File: config.mk
export PLATFORM = sky130hd
export DESIGN_NAME = chan_regbank
export DESIGN_NICKNAME = d
export VERILOG_FILES = /design/src/rtl/crb_pkg.sv /design/src/rtl/crb_decode.sv /design/src/rtl/crb_ctrl_reg.sv /design/src/rtl/crb_rd_path.sv /design/src/rtl/chan_regbank.sv
export SDC_FILE = /design/constraint.sdc
export NUM_CORES = 1
export LEC_CHECK = 0
export ABC_AREA = 0
export BUFFER_PORTS_ARGS = -buffer_cell sky130_fd_sc_hd__buf_2
export CAP_MARGIN = 20
export CORE_UTILIZATION = 41
export CTS_CLUSTER_DIAMETER = 40
export DETAILED_ROUTE_END_ITERATION = 8
export PLACE_DENSITY_LB_ADDON = 0.25
export SYNTH_ARGS = -nofsm -noshare
export SYNTH_HDL_FRONTEND = slang
export SYNTH_SLANG_ARGS = --single-unit
File: constraint.sdc
create_clock -name clk -period 1.5 [get_ports clk]
set_clock_uncertainty 0.05 [all_clocks]
set_input_delay 0.3 -clock clk [delete_from_list [all_inputs] [get_ports clk]]
set_output_delay 0.3 -clock clk [all_outputs]
set_load 0.02 [all_outputs]
File: src/rtl/crb_pkg.sv
package crb_pkg;
    localparam int PRIO_W = 2;
    localparam int LEN_W  = 3;
    localparam logic [PRIO_W-1:0] PRIO_RST = 2'd3;

    typedef enum logic [1:0] {
        CMD_IDLE  = 2'd0,
        CMD_WRITE = 2'd1,
        CMD_READ  = 2'd2,
        CMD_RSVD  = 2'd3
    } bus_cmd_e;

    typedef enum logic {
        RD_IDLE = 1'b0,
        RD_RESP = 1'b1
    } rd_state_e;

    // Packed order gives enable at bit 0, priority at 2:1, length at 5:3.
    typedef struct packed {
        logic [LEN_W-1:0]  len;
        logic [PRIO_W-1:0] prio;
        logic              en;
    } ctrl_fields_t;
endpackage

File: src/rtl/crb_decode.sv
module crb_decode #(
    parameter int NUM_CH    = 3,
    parameter int ADDR_W    = 8,
    parameter int CTRL_BASE = 'h00,
    parameter int STAT_BASE = 'h10,
    parameter int STRIDE    = 4
) (
    input  logic [ADDR_W-1:0] addr,
    output logic [NUM_CH-1:0] ctrl_hit,
    output logic [NUM_CH-1:0] stat_hit
);
    for (genvar c = 0; c < NUM_CH; c++) begin : g_match
        localparam logic [ADDR_W-1:0] CTRL_ADDR = ADDR_W'(CTRL_BASE + c * STRIDE);
        localparam logic [ADDR_W-1:0] STAT_ADDR = ADDR_W'(STAT_BASE + c * STRIDE);
        assign ctrl_hit[c] = (addr == CTRL_ADDR);
        assign stat_hit[c] = (addr == STAT_ADDR);
    end
endmodule

File: src/rtl/crb_ctrl_reg.sv
module crb_ctrl_reg
    import crb_pkg::*;
(
    input  logic         clk,
    input  logic         rst_n,
    input  logic         wr_en,
    input  ctrl_fields_t wr_data,
    output ctrl_fields_t fields
);
    always_ff @(posedge clk or negedge rst_n) begin
        if (!rst_n) begin
            fields.len  <= '0;
            fields.prio <= PRIO_RST;
            fields.en   <= 1'b0;
        end else if (wr_en) begin
            fields <= wr_data;
        end
    end

    // a selected write lands on the next edge
    p_write_lands_r2: assert property (@(posedge clk) disable iff (!rst_n)
        wr_en |=> (fields == $past(wr_data)));

    // without a selected write the word holds
    p_hold_r5: assert property (@(posedge clk) disable iff (!rst_n)
        !wr_en |=> $stable(fields));

    // reset values visible when reset is released
    p_reset_val_r1: assert property (@(posedge clk) disable iff (!rst_n)
        $rose(rst_n) |-> (fields.en == 1'b0 && fields.prio == PRIO_RST && fields.len == '0));
endmodule

File: src/rtl/crb_rd_path.sv
module crb_rd_path
    import crb_pkg::*;
#(
    parameter int NUM_CH  = 3,
    parameter int DATA_W  = 32,
    parameter int SPACE_W = 8
) (
    input  logic                      clk,
    input  logic                      rst_n,
    input  logic                      rd_req,
    input  logic [NUM_CH-1:0]         ctrl_hit,
    input  logic [NUM_CH-1:0]         stat_hit,
    input  ctrl_fields_t [NUM_CH-1:0] ctrl_all,
    input  logic [NUM_CH*SPACE_W-1:0] space,
    output logic [DATA_W-1:0]         rdata
);
    rd_state_e         state, state_nxt;
    logic [DATA_W-1:0] rd_word;
    logic [DATA_W-1:0] rd_q;

    always_comb begin
        rd_word = '0;
        for (int c = 0; c < NUM_CH; c++) begin
            if (ctrl_hit[c]) rd_word = rd_word | DATA_W'(ctrl_all[c]);
            if (stat_hit[c]) rd_word = rd_word | DATA_W'(space[c*SPACE_W +: SPACE_W]);
        end
    end

    always_comb begin
        unique case (state)
            RD_IDLE: state_nxt = rd_req ? RD_RESP : RD_IDLE;
            RD_RESP: state_nxt = rd_req ? RD_RESP : RD_IDLE;
            default: state_nxt = RD_IDLE;
        endcase
    end

    always_ff @(posedge clk or negedge rst_n) begin
        if (!rst_n) state <= RD_IDLE;
        else        state <= state_nxt;
    end

    always_ff @(posedge clk or negedge rst_n) begin
        if (!rst_n)      rd_q <= '0;
        else if (rd_req) rd_q <= rd_word;
    end

    always_comb begin
        unique case (state)
            RD_IDLE: rdata = '0;
            RD_RESP: rdata = rd_q;
            default: rdata = '0;
        endcase
    end

    // unmapped read answers zero
    p_unmapped_zero_r6: assert property (@(posedge clk) disable iff (!rst_n)
        (rd_req && !(|{ctrl_hit, stat_hit})) |=> (rdata == '0));

    for (genvar c = 0; c < NUM_CH; c++) begin : g_chk
        // status answer is the space value at the command edge
        p_status_sample_r4: assert property (@(posedge clk) disable iff (!rst_n)
            (rd_req && stat_hit[c]) |=> (rdata == DATA_W'($past(space[c*SPACE_W +: SPACE_W]))));
        // control answer carries the fields present at the command edge
        p_ctrl_read_r3: assert property (@(posedge clk) disable iff (!rst_n)
            (rd_req && ctrl_hit[c]) |=> (rdata == DATA_W'($past(ctrl_all[c]))));
    end
endmodule

File: src/rtl/chan_regbank.sv
module chan_regbank
    import crb_pkg::*;
#(
    parameter int NUM_CH    = 3,
    parameter int ADDR_W    = 8,
    parameter int DATA_W    = 32,
    parameter int SPACE_W   = 8,
    parameter int CTRL_BASE = 'h00,
    parameter int STAT_BASE = 'h10,
    parameter int STRIDE    = 4
) (
    input  logic                      clk,
    input  logic                      rst_n,
    input  logic [1:0]                bus_cmd,
    input  logic [ADDR_W-1:0]         bus_addr,
    input  logic [DATA_W-1:0]         bus_wdata,
    output logic [DATA_W-1:0]         bus_rdata,
    output logic [NUM_CH-1:0]         ch_enable,
    output logic [NUM_CH*PRIO_W-1:0]  ch_prio,
    output logic [NUM_CH*LEN_W-1:0]   ch_len,
    input  logic [NUM_CH*SPACE_W-1:0] fifo_space
);
    localparam int CF_W = $bits(ctrl_fields_t);

    logic [NUM_CH-1:0]         ctrl_hit, stat_hit, wr_sel;
    logic                      is_wr, is_rd;
    ctrl_fields_t              wr_fields;
    ctrl_fields_t [NUM_CH-1:0] ctrl_all;
    logic                      unused_wdata_hi;

    assign is_wr           = (bus_cmd == CMD_WRITE);
    assign is_rd           = (bus_cmd == CMD_READ);
    assign wr_sel          = ctrl_hit & {NUM_CH{is_wr}};
    assign wr_fields       = ctrl_fields_t'(bus_wdata[CF_W-1:0]);
    assign unused_wdata_hi = ^bus_wdata[DATA_W-1:CF_W];

    crb_decode #(
        .NUM_CH(NUM_CH), .ADDR_W(ADDR_W), .CTRL_BASE(CTRL_BASE),
        .STAT_BASE(STAT_BASE), .STRIDE(STRIDE)
    ) u_decode (
        .addr(bus_addr), .ctrl_hit(ctrl_hit), .stat_hit(stat_hit)
    );

    for (genvar c = 0; c < NUM_CH; c++) begin : g_ch
        crb_ctrl_reg u_reg (
            .clk(clk), .rst_n(rst_n), .wr_en(wr_sel[c]),
            .wr_data(wr_fields), .fields(ctrl_all[c])
        );
        assign ch_enable[c]                 = ctrl_all[c].en;
        assign ch_prio[c*PRIO_W +: PRIO_W]  = ctrl_all[c].prio;
        assign ch_len[c*LEN_W +: LEN_W]     = ctrl_all[c].len;
    end

    crb_rd_path #(
        .NUM_CH(NUM_CH), .DATA_W(DATA_W), .SPACE_W(SPACE_W)
    ) u_rd (
        .clk(clk), .rst_n(rst_n), .rd_req(is_rd),
        .ctrl_hit(ctrl_hit), .stat_hit(stat_hit), .ctrl_all(ctrl_all),
        .space(fifo_space), .rdata(bus_rdata)
    );

    // at most one word matches any address
    p_one_match_r9: assert property (@(posedge clk) disable iff (!rst_n)
        $onehot0({ctrl_hit, stat_hit}));

    // idle and code 3 leave every output quiet
    p_idle_quiet_r7: assert property (@(posedge clk) disable iff (!rst_n)
        (bus_cmd == CMD_IDLE || bus_cmd == CMD_RSVD) |=>
            ($stable(ch_enable) && $stable(ch_prio) && $stable(ch_len)));

    // read bus zero unless the previous command was a READ
    p_rdata_gap_r8: assert property (@(posedge clk) disable iff (!rst_n)
        (bus_cmd != CMD_READ) |=> (bus_rdata == '0));

    // no write to a control word leaves the outputs steady
    p_no_stray_write_r5: assert property (@(posedge clk) disable iff (!rst_n)
        !(is_wr && (|ctrl_hit)) |=>
            ($stable(ch_enable) && $stable(ch_prio) && $stable(ch_len)));
endmodule

# Yosys cells after proc, flatten, opt, wreduce, memory -nomap -nowiden
# Cells that the tools add are included.
# Widths: inputs -> output; s select.
totals:
  romBits: 0
  memories: 0
  regBits: 51
  ram_bits: 0
  input_bits: 68
  word_cells: 34
  latch_bits: 0
op_classes:
  n_eq_ne: 7
  n_addsub: 0
  n_shift: 0
  mul: 0
  n_div: 0
  order_cmp: 0
  reduce_logical: 1
  muxes: 8
  bitwise_logic: 7
op_table:
  columns: ["operator", "n"]
  rows:
  - ["$mux 32", 5]
  - ["$or 32x8->32", 3]
  - ["$or 32x6->32", 2]
  - ["$pmux 32 s2", 1]
  - ["$eq 8x5->1 const B", 3]
  - ["$eq 8x3->1 const B", 1]
  - ["$eq 8x4->1 const B", 1]
  - ["$logic_not 8->1", 1]
  - ["$mux 6", 1]
  - ["$and 3x3->3", 1]
  - ["$eq 2x1->1 const B", 1]
  - ["$eq 2x2->1 const B", 1]
  - ["$mux 1", 1]
  - ["$not 1->1", 1]

# Depth between registers and ports, before layout
logic_depth:
  depth_word: 12
  ltp_mapped: 6
  ltp_nobuf: 4

# By module
# A second synthesis with hierarchy kept.
unflattened:
  cells_unflattened: 137
  area_unflattened_um2: 1636.6
modules_own_cells:
  columns: ["mod", "n_inst", "area_per_inst_um2", "seq_area_each_um2", "cells_each"]
  rows:
  - ["crb_ctrl_reg", 3, 254.0, 152.6, 13]
  - ["crb_rd_path", 1, 747.0, 225.2, 83]
  - ["crb_decode", 1, 88.8, 0.0, 11]
  - ["chan_regbank", 1, 38.8, 0.0, 4]

# Worst setup path before layout
# Ideal clock, no wire load.
synth_path:
  kind: "input-to-reg"
  from: "in bus_addr[5]"
  to: "reg g_ch[1].u_reg.fields[5] (netlist bit)"
  path_stages: 4
  arrival_time_ns: 1.425
  n_path_buf: 0
  path_slack_ns: -0.102
  path_cell_list: "or3_4 > nor3_4 > nand3_4 > mux2_1"
synth_via:
  elab_chain_cells: 2
synth_rtl:
  columns: ["item", "line_no", "source"]
  rows:
  - ["start, declared", "chan_regbank.sv:15", "input logic [ADDR_W-1:0] bus_addr,"]
  - ["$eq 8x3->1", "crb_decode.sv:15", "assign ctrl_hit[c] = (addr == CTRL_ADDR);"]
  - ["$and 3x3->3", "chan_regbank.sv:33", "assign wr_sel = ctrl_hit & {NUM_CH{is_wr}};"]
  - ["end signal, assigned", "crb_ctrl_reg.sv:16", "fields <= wr_data;"]
  - ["end, declared", "crb_ctrl_reg.sv:8", "output ctrl_fields_t fields"]
# No other way between the ends.
# A chain may end at the register's enable or synchronous reset.

# Worst setup path in the final report
layout_path:
  from: "in bus_addr[7]"
  to: "reg g_ch[1].u_reg.fields[5] (netlist bit)"
# Same word-level chain as after synthesis.

==> summary.md <==
| Metric | Value |
|---|---|
| Post-synthesis sequential area ratio | `between 40 and 50%` |
| Fin area | `2145 um^2` |
| Worst vdd ir | `0.4935 mV` |
| 1st-iter DRT viols | `31` |
| Port bufs | `67` |
| Max Cap Violations | `0` |
| FFs w/ async S/R, synth | `100.0%` |
| Setup violators final | `0` |
| H-Tree Depth | `1` |
| Worst slack at placement | `-0.2571 ns` |
| Slew margin rel. | `61.45%` |
| Post-Synthesis Cells | `between 150 and 200` |
| Detailed placer's ending HPWL | `2962 um` |
| Commonest cells in the netlist | `buf_4 (24), dfrtp_1 (21), mux2_2 (19)` |
| Die W | `66.38 um` |
| Slew Viols, Final | `0` |
| ANT nets after route | `0` |
| Max Fclk | `around 0.7 GHz` |
| Mapped Avg Cell Area | `between 10 and 15 um^2` |
| Final wirelength | `3682 um` |
| Initial Util | `42.48%` |
| Synthesized area | `around 1700 um^2` |
| P&R area growth vs syn | `26.22%` |
| Non-Filler Instances | `283` |
| CTS tree | `built` |
| Diodes inserted | `0` |
| Overflow after GRT | `0` |
| Worst-Margin Slew | `0.5782 ns` |
| Critical path data required time | `around 1.6 ns` |
| I/O Pins | `~120` |
| Post-synth EDFFs | `0` |
| Initial antenna violation count | `0` |
| Filler cell count | `381` |
| Setup CP Type | `primary input to flop` |
| Routed length per instance | `13.01 um` |
| Number of global-route vias before repair | `1,271` |
| Setup ws final | `0.05838 ns` |
| Cts bufs inserted | `3` |
| Yosys cell types | `36` |
| Synth top area share | `between 30% and 40%` |
| First-pass DRT Iterations | `4` |
| Clock slew at reported path FFs | `0.09 ns` |
| Placed Cells | `approximately 280` |
| RSZ-0062 raised after global routing | `no` |
| Slowest Stage Delay on Critical Path | `0.38 ns` |
| PwrDens | `690.1 nW/um^2` |
| Hold Crit Depth | `2` |
| Clock Latency Late Sink | `0.27 ns` |
| Data arrival time of the critical path | `1.56 ns` |
| FF+latch count, synth | `27` |
| Hold slack | `roughly 0.22 ns` |
| Lkg Pwr | `1.147 nW` |
| Clk buf depth | `2` |
| Minimum clock period | `1.442 ns` |
| CTS root buffer | `clkbuf_8` |
| Crit-path max FO | `6` |
| Most frequent cell after synthesis | `buf_4` |
| Prevailing post-synth register cell | `dfrtp_1` |
| Die Y-Extent | `approximately 66 um` |
| Core Area | `4000 um^2` |
| RePlAce Congestion | `0.8111` |
| Layout Nets | `302` |
| Status | `finished, final reports clean` |
| Startpoint Class | `primary input` |
| Post-synth top area cell | `dfrtp_1` |
| Cell Chain, Critical Path | `buf_2 -> or3_4 -> nor3_4 -> nand3_4 -> mux2_4` |
| Fin. Hold Viols | `0` |
| Reg2Reg Launch Point | `g_ch[0].u_reg.fields[3]` |
| Vias | `1,347` |
| DRC violations left | `0` |
| Vias per cell | `approximately 4.8` |
| Global-route wire length before repair | `~5800 um` |
| Total GRT Usage | `18.01%` |
| CP max-delay cell | `or3_4` |
| Worst setup path startpoint | `bus_addr[7]` |
| Register-to-Register Path Depth | `3` |
| Final period util | `96.11%` |
| Hold_sp | `bus_wdata[2]` |
| Placed cell areas | `2079 um^2` |
| Crit end category | `flop` |
| Largest net degree at the start of global routing | `28` |
| Yosys warnings | `0` |
| Layout cell share with drive strength beyond 1 | `51.93%` |
| Sink Count | `27` |
| Die ar. | `4406 um^2` |
| HP Class | `primary input to flop` |
| FP Rows | `23` |
| Main area contributors after synthesis | `dfrtp_1 (31%), mux2_2 (13%), buf_4 (11%)` |
## power by group
group | leakage (nW) | switching [mW] | internal [mW]
registers | 0.351 | 0.0141 | 0.751
logic | 0.773 | 0.178 | 0.126
clock network | 0.0228 | 0.220 | 0.190
total | 1.15 | 0.412 | 1.07
## layer usage
layer | vias up | share of wire [%] | global-route usage (%)
met1 | 629 | 44 | 23.04
met3 | 4 | 5.4 | 2.414
met4 | 0 | 1.0 | 7.713
met2 | 58 | 50 | 30.23
met5 | - | 0 | 0
li1 | 656 | - | -
## per-stage QoR
step | total power [mW] | setup TNS, ns | utilization, %
global placement | 1.079 | -3.964 | 51.99
global route | 1.560 | 0 | 53.61
detailed placement | 1.081 | -4.138 | 51.99
finish | 1.480 | 0 | 53.61
CTS | 1.498 | 0 | 53.36
floorplan | 1.000 | -0.7044 | -
## repair_timing
| action | 4_1_cts | 5_1_grt |
|---|---|---|
| hold buffers | 1 | 0 |
| gates resized for setup | 0 | 2 |
| endpoints found under the hold margin | 21 | 0 |
| buffers inserted | 0 | 0 |
| endpoints found under the setup margin | 0 | 1 |
## cells in the final DEF (no fill, tap or decap), drive strengths merged, types with 4 or more instances in the layout
| cell type | Yosys | routed |
|---|---|---|
| a21oi | 4 | 4 |
| and2 | 8 | 8 |
| buf | 26 | 82 |
| clkbuf | 3 | 4 |
| conb | 1 | 24 |
| dfrtp | 21 | 21 |
| dfstp | 6 | 6 |
| mux2 | 22 | 22 |
| mux2i | 7 | 7 |
| nand2 | 8 | 8 |
| nand3 | 5 | 5 |
| nor2 | 5 | 5 |
| nor3 | 5 | 5 |
| o21ai | 8 | 8 |
## final cells by class
class / count / area [um^2] / area share, %
inverter: 2 / 7.507 / 0.3501
timing repair buffer: 83 / 464.2 / 21.65
tap: 50 / 62.56 / 2.917
clock buffer: 4 / 45.04 / 2.100
multi-input combinational: 117 / 882.1 / 41.13
sequential: 27 / 683.2 / 31.86
## worst max-delay path: cells and delay by family
kind                   cells  cell delay, ns
and+or+nand+nor            3            0.81
muxes                      1            0.33
buffers and inverters      1            0.11
## sequential cells by signal (all words and copies together), names as in the netlist
register / count
g_ch.u_reg.fields: 18
u_rd.state: 1
u_rd.rd_q: 8
## cells by family after synthesis
| group | share of synthesized area [%] |
|---|---|
| AND/OR/NAND/NOR | 16.05 |
| multiplexers | 22.68 |
| buffers and inverters | 13.18 |
| flip-flops | 40.21 |
| AO/OA/AOI/OAI | 7.659 |
| other | 0.2207 |
## worst paths after layout
path,slack (ns),end
max,0.06,g_ch[1].u_reg.fields[5]
min,0.22,g_ch[1].u_reg.fields[2]
max reg2reg,0.19,u_rd.rd_q[3]
min reg2reg,0.43,u_rd.rd_q[7]
max in group asynchronous,0.51,g_ch[1].u_reg.fields[3]
min in group asynchronous,0.50,u_rd.rd_q[3]
No activity file was read; power rests on OpenSTA's default activity.
